$ cat config.mk
export PLATFORM = sky130hd
export DESIGN_NAME = pbi_issue_ctl
export DESIGN_NICKNAME = d
export VERILOG_FILES = /design/src/rtl/pbi_pkg.sv /design/src/rtl/pbi_beat_queue.sv /design/src/rtl/pbi_na_window.sv /design/src/rtl/pbi_issue_ctl.sv
export SDC_FILE = /design/constraint.sdc
export NUM_CORES = 1
export LEC_CHECK = 0
export BUFFER_PORTS_ARGS = -buffer_cell sky130_fd_sc_hd__buf_2
export CAP_MARGIN = 20
export CORE_UTILIZATION = 30
export DETAILED_ROUTE_END_ITERATION = 8
export PLACE_DENSITY_LB_ADDON = 0.25
export SYNTH_ARGS = -nofsm -noshare
export SYNTH_HDL_FRONTEND = slang
export SYNTH_SLANG_ARGS = --single-unit
$ cat constraint.sdc
create_clock -name clk -period 4.82 [get_ports clk]
set_clock_uncertainty 0.1 [all_clocks]
set_input_delay 0.723 -clock clk [delete_from_list [all_inputs] [get_ports clk]]
set_output_delay 0.723 -clock clk [all_outputs]
set_load 0.02 [all_outputs]
$ cat src/rtl/pbi_pkg.sv
package pbi_pkg;
   localparam int unsigned PBI_MAX_OUT = 2;
   localparam int unsigned PBI_CNT_W   = $clog2(PBI_MAX_OUT + 1);
   typedef logic [PBI_CNT_W-1:0] pbi_cnt_t;
endpackage

$ cat src/rtl/pbi_beat_queue.sv
// Two-slot in-order queue of beats still owed per outstanding cycle.
// Slot 0 is always the oldest cycle.
module pbi_beat_queue
   import pbi_pkg::*;
#(
   parameter int unsigned CW = 3
) (
   input  logic          clk,
   input  logic          rst,
   input  logic          push_i,
   input  logic [CW-1:0] push_beats_i,
   input  logic          credit_i,
   output logic          done_o,
   output pbi_cnt_t      cnt_o,
   output pbi_cnt_t      cnt_nxt_o
);
   logic [CW-1:0] rem_q [PBI_MAX_OUT];
   pbi_cnt_t      cnt_q;
   pbi_cnt_t      wr_idx;

   always_comb begin
      done_o    = credit_i && (rem_q[0] == CW'(1));
      wr_idx    = cnt_q - pbi_cnt_t'(done_o);
      cnt_nxt_o = cnt_q + pbi_cnt_t'(push_i) - pbi_cnt_t'(done_o);
   end

   assign cnt_o = cnt_q;

   always_ff @(posedge clk) begin
      if (rst) cnt_q <= '0;
      else     cnt_q <= cnt_nxt_o;
   end

   for (genvar i = 0; i < PBI_MAX_OUT; i++) begin : g_slot
      logic [CW-1:0] shift_in;
      logic          is_wr;

      if (i + 1 < PBI_MAX_OUT) begin : g_mid
         assign shift_in = rem_q[i+1];
      end else begin : g_last
         assign shift_in = '0;
      end

      assign is_wr = push_i && (wr_idx == pbi_cnt_t'(i));

      if (i == 0) begin : g_head
         always_ff @(posedge clk) begin
            if (rst)           rem_q[i] <= '0;
            else if (is_wr)    rem_q[i] <= push_beats_i;
            else if (done_o)   rem_q[i] <= shift_in;
            else if (credit_i) rem_q[i] <= rem_q[i] - CW'(1);
         end
      end else begin : g_tail
         always_ff @(posedge clk) begin
            if (rst)         rem_q[i] <= '0;
            else if (is_wr)  rem_q[i] <= push_beats_i;
            else if (done_o) rem_q[i] <= shift_in;
         end
      end
   end
endmodule

$ cat src/rtl/pbi_na_window.sv
// Sampling window and latch for the next-address input.
module pbi_na_window (
   input  logic clk,
   input  logic rst,
   input  logic busy_i,
   input  logic ads_i,
   input  logic pipe_issue_i,
   input  logic idle_nxt_i,
   input  logic na_i,
   output logic na_lat_o
);
   logic pipe_q;
   logic gap_q;
   logic na_q;
   logic sample_en;

   // No sampling while a strobe is out, nor on the edge after a
   // pipelined strobe has been withdrawn.
   assign sample_en = busy_i && !ads_i && !gap_q;
   assign na_lat_o  = na_q;

   always_ff @(posedge clk) begin
      if (rst) begin
         pipe_q <= 1'b0;
         gap_q  <= 1'b0;
         na_q   <= 1'b0;
      end else begin
         pipe_q <= pipe_issue_i;
         gap_q  <= pipe_q;
         if (pipe_issue_i || idle_nxt_i) na_q <= 1'b0;
         else if (sample_en && na_i)     na_q <= 1'b1;
      end
   end
endmodule

$ cat src/rtl/pbi_issue_ctl.sv
module pbi_issue_ctl
   import pbi_pkg::*;
#(
   parameter int unsigned BURST_BEATS = 4
) (
   input  logic       clk,
   input  logic       rst,
   input  logic       req_i,
   input  logic       req_burst_i,
   input  logic       na_i,
   input  logic       brdy_i,
   output logic       ads_o,
   output logic       busy_o,
   output logic [1:0] outst_o
);
   localparam int unsigned CW = $clog2(BURST_BEATS + 1);

   initial begin
      assert (BURST_BEATS >= 2 && BURST_BEATS <= 64)
         else $error("pbi_issue_ctl: BURST_BEATS must lie in 2..64");
   end

   logic          ads_q;
   logic          issue;
   logic          pipe_issue;
   logic          credit;
   logic          done;
   logic          na_lat;
   logic [CW-1:0] push_beats;
   pbi_cnt_t      cnt;
   pbi_cnt_t      cnt_nxt;

   always_comb begin
      issue      = req_i && !ads_q &&
                   ((cnt == '0) || ((cnt == pbi_cnt_t'(1)) && na_lat));
      pipe_issue = issue && (cnt == pbi_cnt_t'(1));
      credit     = brdy_i && (cnt != '0) &&
                   !(ads_q && (cnt == pbi_cnt_t'(1)));
      push_beats = req_burst_i ? CW'(BURST_BEATS) : CW'(1);
   end

   always_ff @(posedge clk) begin
      if (rst) ads_q <= 1'b0;
      else     ads_q <= issue;
   end

   pbi_beat_queue #(.CW(CW)) u_queue (
      .clk          (clk),
      .rst          (rst),
      .push_i       (issue),
      .push_beats_i (push_beats),
      .credit_i     (credit),
      .done_o       (done),
      .cnt_o        (cnt),
      .cnt_nxt_o    (cnt_nxt)
   );

   pbi_na_window u_window (
      .clk          (clk),
      .rst          (rst),
      .busy_i       (cnt != '0),
      .ads_i        (ads_q),
      .pipe_issue_i (pipe_issue),
      .idle_nxt_i   (cnt_nxt == '0),
      .na_i         (na_i),
      .na_lat_o     (na_lat)
   );

   assign ads_o   = ads_q;
   assign busy_o  = (cnt != '0);
   assign outst_o = 2'(cnt);
endmodule

==> impl_metrics.env <==
export IMPL_yosysTopAreaCellShare_pct=24.8
export IMPL_die_x_um=46.9
export IMPL_antenna_found_initial=0
export IMPL_r2r_cells=6
export IMPL_area_delta_synth_final_pct=16.9
export IMPL_switching_share_pct=36.7
export IMPL_antennaDiodeCount=0
export IMPL_synth_compound_area_share_pct=14.5
export IMPL_synthAdderAreaFrac_pct=6.20
export IMPL_cts_max_path_buffers=2
export IMPL_period_minus_slack_ns=2.13
export IMPL_relSlewSlack_pct=65.4
export IMPL_min_to="u_window.gap_q"
export IMPL_gr_total_overflow=0
export IMPL_numPortBuffers=9
export IMPL_routed_wirelength_mm=1.08
export IMPL_worstHoldStart="u_window.pipe_q"
export IMPL_layout_commonest_cell="buf_2"
export IMPL_setup_tns_ns=0
export IMPL_max_freq_mhz=469
export IMPL_endpoint_kind="flip-flop"
export IMPL_critical_path_class="flip-flop to flip-flop"
export IMPL_fin_nets=82
export IMPL_cts_setup_buffers=0
export IMPL_cp_start_kind="flip-flop"
export IMPL_drive_gt1_share_pct=30.6
export IMPL_syn_area_per_cell_um2=10.3
export IMPL_rsz0062_at_grt="no"
export IMPL_drc_errors=0
export IMPL_r2r_end="u_queue.rem_q[0][2]"
export IMPL_synthFlopType="dfxtp_1"
export IMPL_tightest_slew_ns=0.510
export IMPL_yosys_area_share_simple_pct=28.7
export IMPL_hp_class="flip-flop to flip-flop"
export IMPL_drv_cap=0
export IMPL_grt_pass1_vias=401
export IMPL_crit_required_ns=4.64
export IMPL_ctsHoldBuffers=0
export IMPL_dr_pass1_iters=4
export IMPL_cts_sinks=11
export IMPL_cts_resized=0
export IMPL_start_util_pct=33.6
export IMPL_synth_top_area_cell="edfxtp_1"
export IMPL_grt_use_total_pct=12.3
export IMPL_grt_pass1_wl_mm=1.81
export IMPL_seqPwrFrac_pct=42.4
export IMPL_synth_nets=68
export IMPL_slowest_stage="o311ai_1"
export IMPL_gp_congestion=0.737
export IMPL_combPwrFrac_pct=38.0
export IMPL_path_max_fanout=5
export IMPL_ys_seq_elements=11
export IMPL_whs_ns=0.343
export IMPL_yosysSeqAreaShare_pct=44.6
export IMPL_synth_xor_area_share_pct=2.89
export IMPL_period_share_pct=44.2
export IMPL_placed_area_um2=682
export IMPL_p_switching_mw=0.121
export IMPL_clkPwrFrac_pct=19.7
export IMPL_synthMuxAreaShare_pct=0
export IMPL_die_area_um2=2200
export IMPL_worst_endpoint_arrival_ns=1.95
export IMPL_drt_iter0_drc=8
export IMPL_grt_max_degree=10
export IMPL_vias=460
export IMPL_ios=10
export IMPL_reg2reg_from="u_queue.rem_q[0][1]"
export IMPL_cp_cell_sequence="inv_1 > ha_1 > nand3b_1 > o21a_2 > a21o_1 > o311ai_1"
export IMPL_yosysUniqueCellTypes=32
export IMPL_cts_htree_levels=1
export IMPL_slew_viol_final=0
export IMPL_final_cell_area_um2=708
export IMPL_r2r_slack_ns=2.69
export IMPL_clk_pin_slew_ns=0.07
export IMPL_synth_warnings=0
export IMPL_hold_depth=1
export IMPL_rows=15
export IMPL_status="finished, final reports clean"
export IMPL_synth_top_family_by_area="simple AND/OR/NAND/NOR gates"
export IMPL_setup_violations=0
export IMPL_synthTopCellsByArea="edfxtp_1 25%, dfxtp_1 20%, ha_1 6.2%"
export IMPL_hpwl_um=861
export IMPL_intPower_mw=0.208
export IMPL_numCtsBuffers=3
export IMPL_irDropWorstVdd_v=0.000182
export IMPL_p_leak_nw=0.304
export IMPL_layout_common_cells="9 x buf_2, 6 x nor2_1, 6 x dfxtp_1, 5 x edfxtp_1, 4 x inv_1"
export IMPL_synth_edf_count=5
export IMPL_tritoncts="done"
export IMPL_clock_latency_ns=0.27
export IMPL_synth_area_um2=606
export IMPL_die_h_um=46.9
export IMPL_synthArstFlopShare_pct=0
export IMPL_ant_nets=0
export IMPL_routedWlPerCell_um=11.1
export IMPL_drt_vias_per_instance=4.74
export IMPL_cts_root_buf="clkbuf_4"
export IMPL_syn_inst=59
export IMPL_p_per_area_nw_per_um2=465
export IMPL_core_area_um2=1800
export IMPL_cpPeakStageDelay_ns=0.49
export IMPL_hold_viol=0
-- kinds of logic after synthesis --
logic type	Yosys count
buf+inv	5
xor+xnor	2
fa+ha+maj	3
flops	11
compound gates	11
simple gates	27
-- layer usage --
layer	GRT usage [%]	vias to the layer above	part of all wire (%)
li1	-	236	-
met1	18.2	206	53
met2	15.3	13	38
met3	2.69	5	5.8
met4	8.57	0	3.4
met5	0	-	0
-- power by group through the flow --
stage	clock network [mW]	registers, mW	logic, mW
global route	0.0679	0.145	0.141
finish	0.0648	0.140	0.125
floorplan	0	0.144	0.0915
detailed placement	0	0.142	0.127
global placement	0	0.141	0.125
CTS	0.0646	0.140	0.127
-- final cells by class --
cell class                      instances  area (um2)
Multi-Input combinational cell         43         317
Timing Repair Buffer                    9        45.0
Tap cell                               25        31.3
Clock buffer                            4        26.3
Sequential cell                        11         270
Fill cell                             195        1090
Inverter                                5        18.8
-- state kept, by name, indices dropped and copies added, names as in the netlist --
| signal | count |
|---|---|
| u_queue.cnt_o | 2 |
| ads_o | 1 |
| u_window.gap_q | 1 |
| u_window.pipe_q | 1 |
| u_window.na_lat_o | 1 |
| u_queue.rem_q | 5 |
-- worst max path at each step --
stage,start,end,slack [ns],cells after the start
floorplan,brdy_i,u_queue.rem_q[0][0],2.70,4
global placement,brdy_i,u_queue.rem_q[0][0],2.51,5
detailed placement,brdy_i,u_queue.rem_q[0][2],2.46,5
CTS,u_queue.rem_q[0][1],u_queue.rem_q[0][2],2.66,6
global route,u_queue.rem_q[0][1],u_queue.rem_q[0][2],2.54,6
finish,u_queue.rem_q[0][1],u_queue.rem_q[0][2],2.69,6
-- cell usage after synthesis (2+ instances only) --
cell	instances
o21ai_1	2
nor2_1	6
edfxtp_1	5
and2b_1	2
ha_1	3
o21a_2	2
inv_1	4
and3_1	2
or4_1	2
nand2_1	3
nor2b_1	2
dfxtp_1	6
-- critical path, delay by kind of cell, from the launching register on --
family	cells	cell delay (ns)
DFF	1	0.36
and+or+nand+nor	1	0.13
AOI/OAI and AO/OA	3	0.94
buffers and inverters	1	0.08
adders and majority gates	1	0.16
-- metrics by stage --
step                      instances  total power [mW]  util (%)  worst slack [ns]
after floorplan                  59             0.235         -              2.70
after global placement           93             0.266      37.8              2.51
after detailed placement         93             0.269      37.8              2.46
after CTS                        97             0.332      39.3              2.66
after global routing             97             0.354      39.3              2.54
final                            97             0.330      39.3              2.69
(Power assumes the default switching activity.)
